[config.mk]
export PLATFORM = sky130hd
export DESIGN_NAME = sel_clk_timer
export DESIGN_NICKNAME = d
export VERILOG_FILES = /design/src/rtl/timer_pkg.sv /design/src/rtl/tmr_sync.sv /design/src/rtl/tmr_edge.sv /design/src/rtl/tmr_count.sv /design/src/rtl/sel_clk_timer.sv
export SDC_FILE = /design/constraint.sdc
export NUM_CORES = 1
export LEC_CHECK = 0
export ABC_AREA = 1
export BUFFER_PORTS_ARGS = -buffer_cell sky130_fd_sc_hd__clkbuf_2
export CORE_ASPECT_RATIO = 0.5
export CORE_MARGIN = 5
export CORE_UTILIZATION = 45
export DETAILED_ROUTE_END_ITERATION = 7
export GPL_TIMING_DRIVEN = 0
export PLACE_DENSITY_LB_ADDON = 0.08
export SLEW_MARGIN = 10
export SYNTH_ARGS = -nofsm -noshare
export SYNTH_HDL_FRONTEND = slang
export SYNTH_SLANG_ARGS = --single-unit
[constraint.sdc]
create_clock -name clk -period 3.67 [get_ports clk]
set_input_delay 0.5505 -clock clk [delete_from_list [all_inputs] [get_ports clk]]
set_output_delay 0.5505 -clock clk [all_outputs]
set_load 0.005 [all_outputs]
[src/rtl/timer_pkg.sv]
package timer_pkg;

    localparam int DEF_CNT_W       = 64;
    localparam int DEF_SYNC_STAGES = 2;

    typedef enum logic {
        MODE_CORE = 1'b0,
        MODE_EXT  = 1'b1
    } tmr_mode_e;

    // Rising edge seen when the current level is high and the previous was low.
    function automatic logic rise_of(input logic cur, input logic prev);
        return cur & ~prev;
    endfunction

endpackage

[src/rtl/tmr_sync.sv]
module tmr_sync #(
    parameter int STAGES = timer_pkg::DEF_SYNC_STAGES
) (
    input  logic clk,
    input  logic rst,
    input  logic din,
    output logic dout
);
    logic [STAGES-1:0] sh_q;

    generate
        if (STAGES == 1) begin : g_one
            always_ff @(posedge clk) begin
                if (rst) sh_q <= '0;
                else     sh_q <= din;
            end
        end else begin : g_many
            always_ff @(posedge clk) begin
                if (rst) sh_q <= '0;
                else     sh_q <= {sh_q[STAGES-2:0], din};
            end
        end
    endgenerate

    assign dout = sh_q[STAGES-1];

    // synchroniser output is low on the first cycle after reset
    assert_sync_reset_R7: assert property (@(posedge clk) rst |=> !dout);
endmodule

[src/rtl/tmr_edge.sv]
module tmr_edge
    import timer_pkg::*;
(
    input  logic      clk,
    input  logic      rst,
    input  tmr_mode_e mode,
    input  logic      lvl,
    output logic      pulse
);
    logic prev_q;

    // In core mode the history is held high, so a level already high on
    // entry to external mode is never taken as a new edge.
    always_ff @(posedge clk) begin
        if (rst)                  prev_q <= 1'b1;
        else if (mode == MODE_EXT) prev_q <= lvl;
        else                      prev_q <= 1'b1;
    end

    assign pulse = (mode == MODE_EXT) && rise_of(lvl, prev_q);

    // each detected edge yields a single-cycle enable
    assert_single_pulse_R2: assert property (@(posedge clk) disable iff (rst)
        pulse |=> !pulse);
    // a core-mode cycle leaves no pending edge for the next cycle
    assert_no_stale_edge_R8: assert property (@(posedge clk) disable iff (rst)
        (mode == MODE_CORE) |=> !pulse);
endmodule

[src/rtl/tmr_count.sv]
module tmr_count #(
    parameter int W = timer_pkg::DEF_CNT_W
) (
    input  logic         clk,
    input  logic         rst,
    input  logic         load_en,
    input  logic [W-1:0] load_val,
    input  logic         inc,
    output logic [W-1:0] cnt
);
    logic [W-1:0] cnt_q;

    always_ff @(posedge clk) begin
        if (rst)          cnt_q <= '0;
        else if (load_en) cnt_q <= load_val;
        else if (inc)     cnt_q <= cnt_q + W'(1);
    end

    assign cnt = cnt_q;

    // load wins and is visible after one edge
    assert_load_R5: assert property (@(posedge clk) disable iff (rst)
        load_en |=> cnt == $past(load_val));
    // no enable, no load -> value holds
    assert_hold_R3: assert property (@(posedge clk) disable iff (rst)
        (!load_en && !inc) |=> cnt == $past(cnt));
    // an increment from all ones gives zero
    assert_wrap_R4: assert property (@(posedge clk) disable iff (rst)
        (!load_en && inc && (&cnt)) |=> cnt == '0);
    // reset clears the count
    assert_reset_R7: assert property (@(posedge clk) rst |=> cnt == '0);
endmodule

[src/rtl/sel_clk_timer.sv]
module sel_clk_timer
    import timer_pkg::*;
#(
    parameter int CNT_W       = DEF_CNT_W,
    parameter int SYNC_STAGES = DEF_SYNC_STAGES
) (
    input  logic             clk,
    input  logic             rst,
    input  logic             clk_sel,
    input  logic             tmr_clk_in,
    input  logic             load_en,
    input  logic [CNT_W-1:0] load_val,
    output logic [CNT_W-1:0] count
);
    tmr_mode_e mode;
    logic      lvl_sync;
    logic      ext_pulse;
    logic      inc_en;

    assign mode = tmr_mode_e'(clk_sel);

    tmr_sync #(.STAGES(SYNC_STAGES)) u_sync (
        .clk  (clk),
        .rst  (rst),
        .din  (tmr_clk_in),
        .dout (lvl_sync)
    );

    tmr_edge u_edge (
        .clk   (clk),
        .rst   (rst),
        .mode  (mode),
        .lvl   (lvl_sync),
        .pulse (ext_pulse)
    );

    assign inc_en = (mode == MODE_CORE) | ext_pulse;

    tmr_count #(.W(CNT_W)) u_count (
        .clk      (clk),
        .rst      (rst),
        .load_en  (load_en),
        .load_val (load_val),
        .inc      (inc_en),
        .cnt      (count)
    );

    // core mode steps by one at every edge
    assert_core_step_R1: assert property (@(posedge clk) disable iff (rst)
        (!clk_sel && !load_en) |=> count == $past(count) + CNT_W'(1));
    // external mode never steps by more than one
    assert_ext_step_R2: assert property (@(posedge clk) disable iff (rst)
        (clk_sel && !load_en) |=>
            (count == $past(count)) || (count == $past(count) + CNT_W'(1)));
endmodule

==> out/qor.csv <==
stage,metric,value,unit
outcome,status,"complete, no violations",
floorplanning,num_rows,27,
detailed_routing,wl_met2,8900,um
timing,tightest_slew,0.810,ns
floorplanning,ios,133,
detailed_routing,wl_per_cell,19.4,um
synthesis,synth.area.top_cells,"dfxtp_1 27%, nand2_1 19%, nor2_1 9.6%",
detailed_routing,highest_layer,met4,
power,switching_power,657,uW
grt,grt_pass1_vias,5817,
cells_and_area,seqCellArea,1340,sq um
cells_and_area,finalInstanceArea,6030,sq um
setup_path,ff2ff_path_depth,11,
grt,gr-total-overflow,0,
worst_hold_path,holdCritPathClass,input port to register,
cts,ctsResizeCount,0,
setup_path,crit_required,3.92,ns
grt,grt_max_degree,15,
power,worst_ir_drop_vdd,221,uV
power,p_clk_share,43.1,%
detailed_routing,postRouteWirelength,22100,um
timing,hold_viol,0,
power,seqPwrFrac,41.6,%
placement,finalWeightedCongestion,1.01,
power,swShare,32.6,%
timing,post-route-period-util,56.6,%
cells_and_area,multi_input_area,3080,sq um
cts,cts_buffers,9,
synthesis,synth-async-reset-ratio,0,%
placement,place_area,5750,sq um
detailed_routing,antenna_left,0,
floorplanning,fp.dieW,158,um
synthesis,ys.flop_type,dfxtp_1,
grt,grt_first_pass_wirelength,32900,um
cells_and_area,n_antenna_cell,0,
timing,skew,0.00946,ns
placement,dpl.hpwl,17200,um
detailed_routing,num_vias,6432,
floorplanning,die_h,83.9,um
power,power.density,334,nW/um^2
synthesis,synth_top_area_share,27.3,%
power,leakagePower,0.00241,uW
detailed_routing,dr.pass1.iters,5,
cts,clockBufferDepth,2,
cts,cts_setup_buffers,0,
detailed_routing,wl_met3,3030,um
timing,rsz0062_at_grt,no,
detailed_routing,vias_per_cell,5.64,
detailed_routing,wl_met1,9600,um
floorplanning,coreArea,10800,sq um
timing,period_minus_slack,2.08,ns
setup_path,end_kind,register,
cts,cts_hold_buf,0,
grt,antenna_found_initial,0,
placement,place_ws,1.51,ns
cts,htree_levels,3,
synthesis,post-synth-top-area-cell,dfxtp_1,
synthesis,synth_area,4920,sq um
timing,relSlewSlack,46.0,%
synthesis,ys_seq_elements,67,
detailed_routing,drcViolationCount,0,
cells_and_area,drive_gt1_share,19.3,%
setup_path,worstSetupStartpointType,register,
synthesis,yosys_warnings,0,
worst_hold_path,min_path_cells,3,
placement,place.port_buffers,130,
power,p_comb_share,15.3,%
setup_path,crit_type,register to register,
synthesis,synth_fp_nets,919,
cts,clock_sinks,67,
cts,clkTransAtPathRegs,0.07,ns
synthesis,synth.avg_cell_area,5.79,sq um
power,p_int,1360,uW
timing,worst_slack,1.59,ns
grt,track_usage,32.9,%
timing,totalNegativeSetupSlack,0,ns
synthesis,yosys-top-cells-count,"249 x nand2_1, 126 x nor2_1, 90 x inv_1, 69 x nand3_1, 67 x dfxtp_1",
timing,holdWs,0.399,ns
cells_and_area,nets,1060,
detailed_routing,drt_iter0_drc,793,
synthesis,synth_most_common_cell,nand2_1,
cts,cts_tree,done,
synthesis,synthCells,849,
timing,setup_violations,0,
setup_path,path_max_fanout,6,
floorplanning,die-area,13200,sq um
synthesis,synth_seq_area_share,27.3,%
cells_and_area,fill_cells,1175,
floorplanning,initial_core_util,45.3,%
flow_run,maxCapViolations,0,
cells_and_area,syn2layout_area_growth,22.7,%
timing,maxSlewViolCount,0,
timing,max_freq,481,MHz
cts,clk_latency,0.35,ns
synthesis,ys_types,41,
cts,cts_root_buf,clkbuf_16,
setup_path,cp.arrival,2.33,ns
synthesis,synth_edf_count,0,
## cell type report
class / instances / share of cell area [%]
Multi-Input combinational cell: 655 / 51.0
Clock buffer: 9 / 3.73
Sequential cell: 67 / 22.2
Timing Repair Buffer: 130 / 10.8
Inverter: 95 / 5.91
Buffer: 32 / 2.34
Clock inverter: 7 / 0.975
Tap cell: 145 / 3.01
## worst paths after layout
check | from | end | slack (ns)
setup / recovery | u_count.cnt[0] | u_count.cnt[54] | 1.59
hold / removal | tmr_clk_in | u_sync.sh_q[0] | 0.40
setup reg to reg | u_count.cnt[0] | u_count.cnt[54] | 1.59
hold reg to reg | u_sync.sh_q[0] | u_sync.sh_q[1] | 0.40
## power by group through the flow
stage	registers [uW]	clock network, uW	logic, uW
finish	838	868	308
global route	843	896	336
CTS	835	866	302
detailed placement	851	0	300
global placement	851	0	295
floorplan	834	0	155
## flip-flops by register name, indices dropped and copies added, names as in the netlist
register,count
u_sync.sh_q,2
u_count.cnt,64
u_edge.prev_q,1
## layout by cell type, fill, tap and decap left out, types with 8 or more instances in the layout
cell,n
nand2_1,249
clkbuf_2,130
nor2_1,126
inv_1,90
nand3_1,69
dfxtp_1,67
a21oi_1,40
o21ai_0,38
a31oi_1,24
nand4_1,24
clkbuf_1,19
nor3_1,13
nor2_2,11
o21bai_1,9
clkbuf_16,9
buf_2,8
## cell families after synthesis
group / after synthesis / synth area share [%]
buf+inv: 127 / 10.1
xor+xnor: 3 / 0.535
simple gates: 514 / 45.6
flops: 67 / 27.3
compound gates: 137 / 16.2
fa+ha+maj: 1 / 0.254
## metrics by stage
| step | power [uW] | utilization [%] | instances |
|---|---|---|---|
| final | 2010 | 55.6 | 1140 |
| after global routing | 2080 | 55.6 | 1140 |
| after CTS | 2000 | 55.6 | 1140 |
| after detailed placement | 1150 | 53.0 | 1124 |
| after global placement | 1150 | 53.0 | 1124 |
| after floorplan | 989 | - | 849 |
## worst max-delay path: stages (launching register included)
cell     delay [ns]
dfxtp_1        0.43
ha_1           0.26
nand3_1        0.19
nor2_2         0.20
nand3_2        0.14
nor2_2         0.15
and2_1         0.27
nand2_1        0.08
nand2_1        0.07
nand3_1        0.06
nand2_1        0.09
inv_1          0.04
## layer usage
metal / global-route usage, % / vias up
met4: 9.21 / 0
li1: - / 3052
met2: 46.5 / 414
met3: 9.99 / 49
met1: 47.7 / 2917
met5: 0 / -
(Power assumes the default switching activity.)
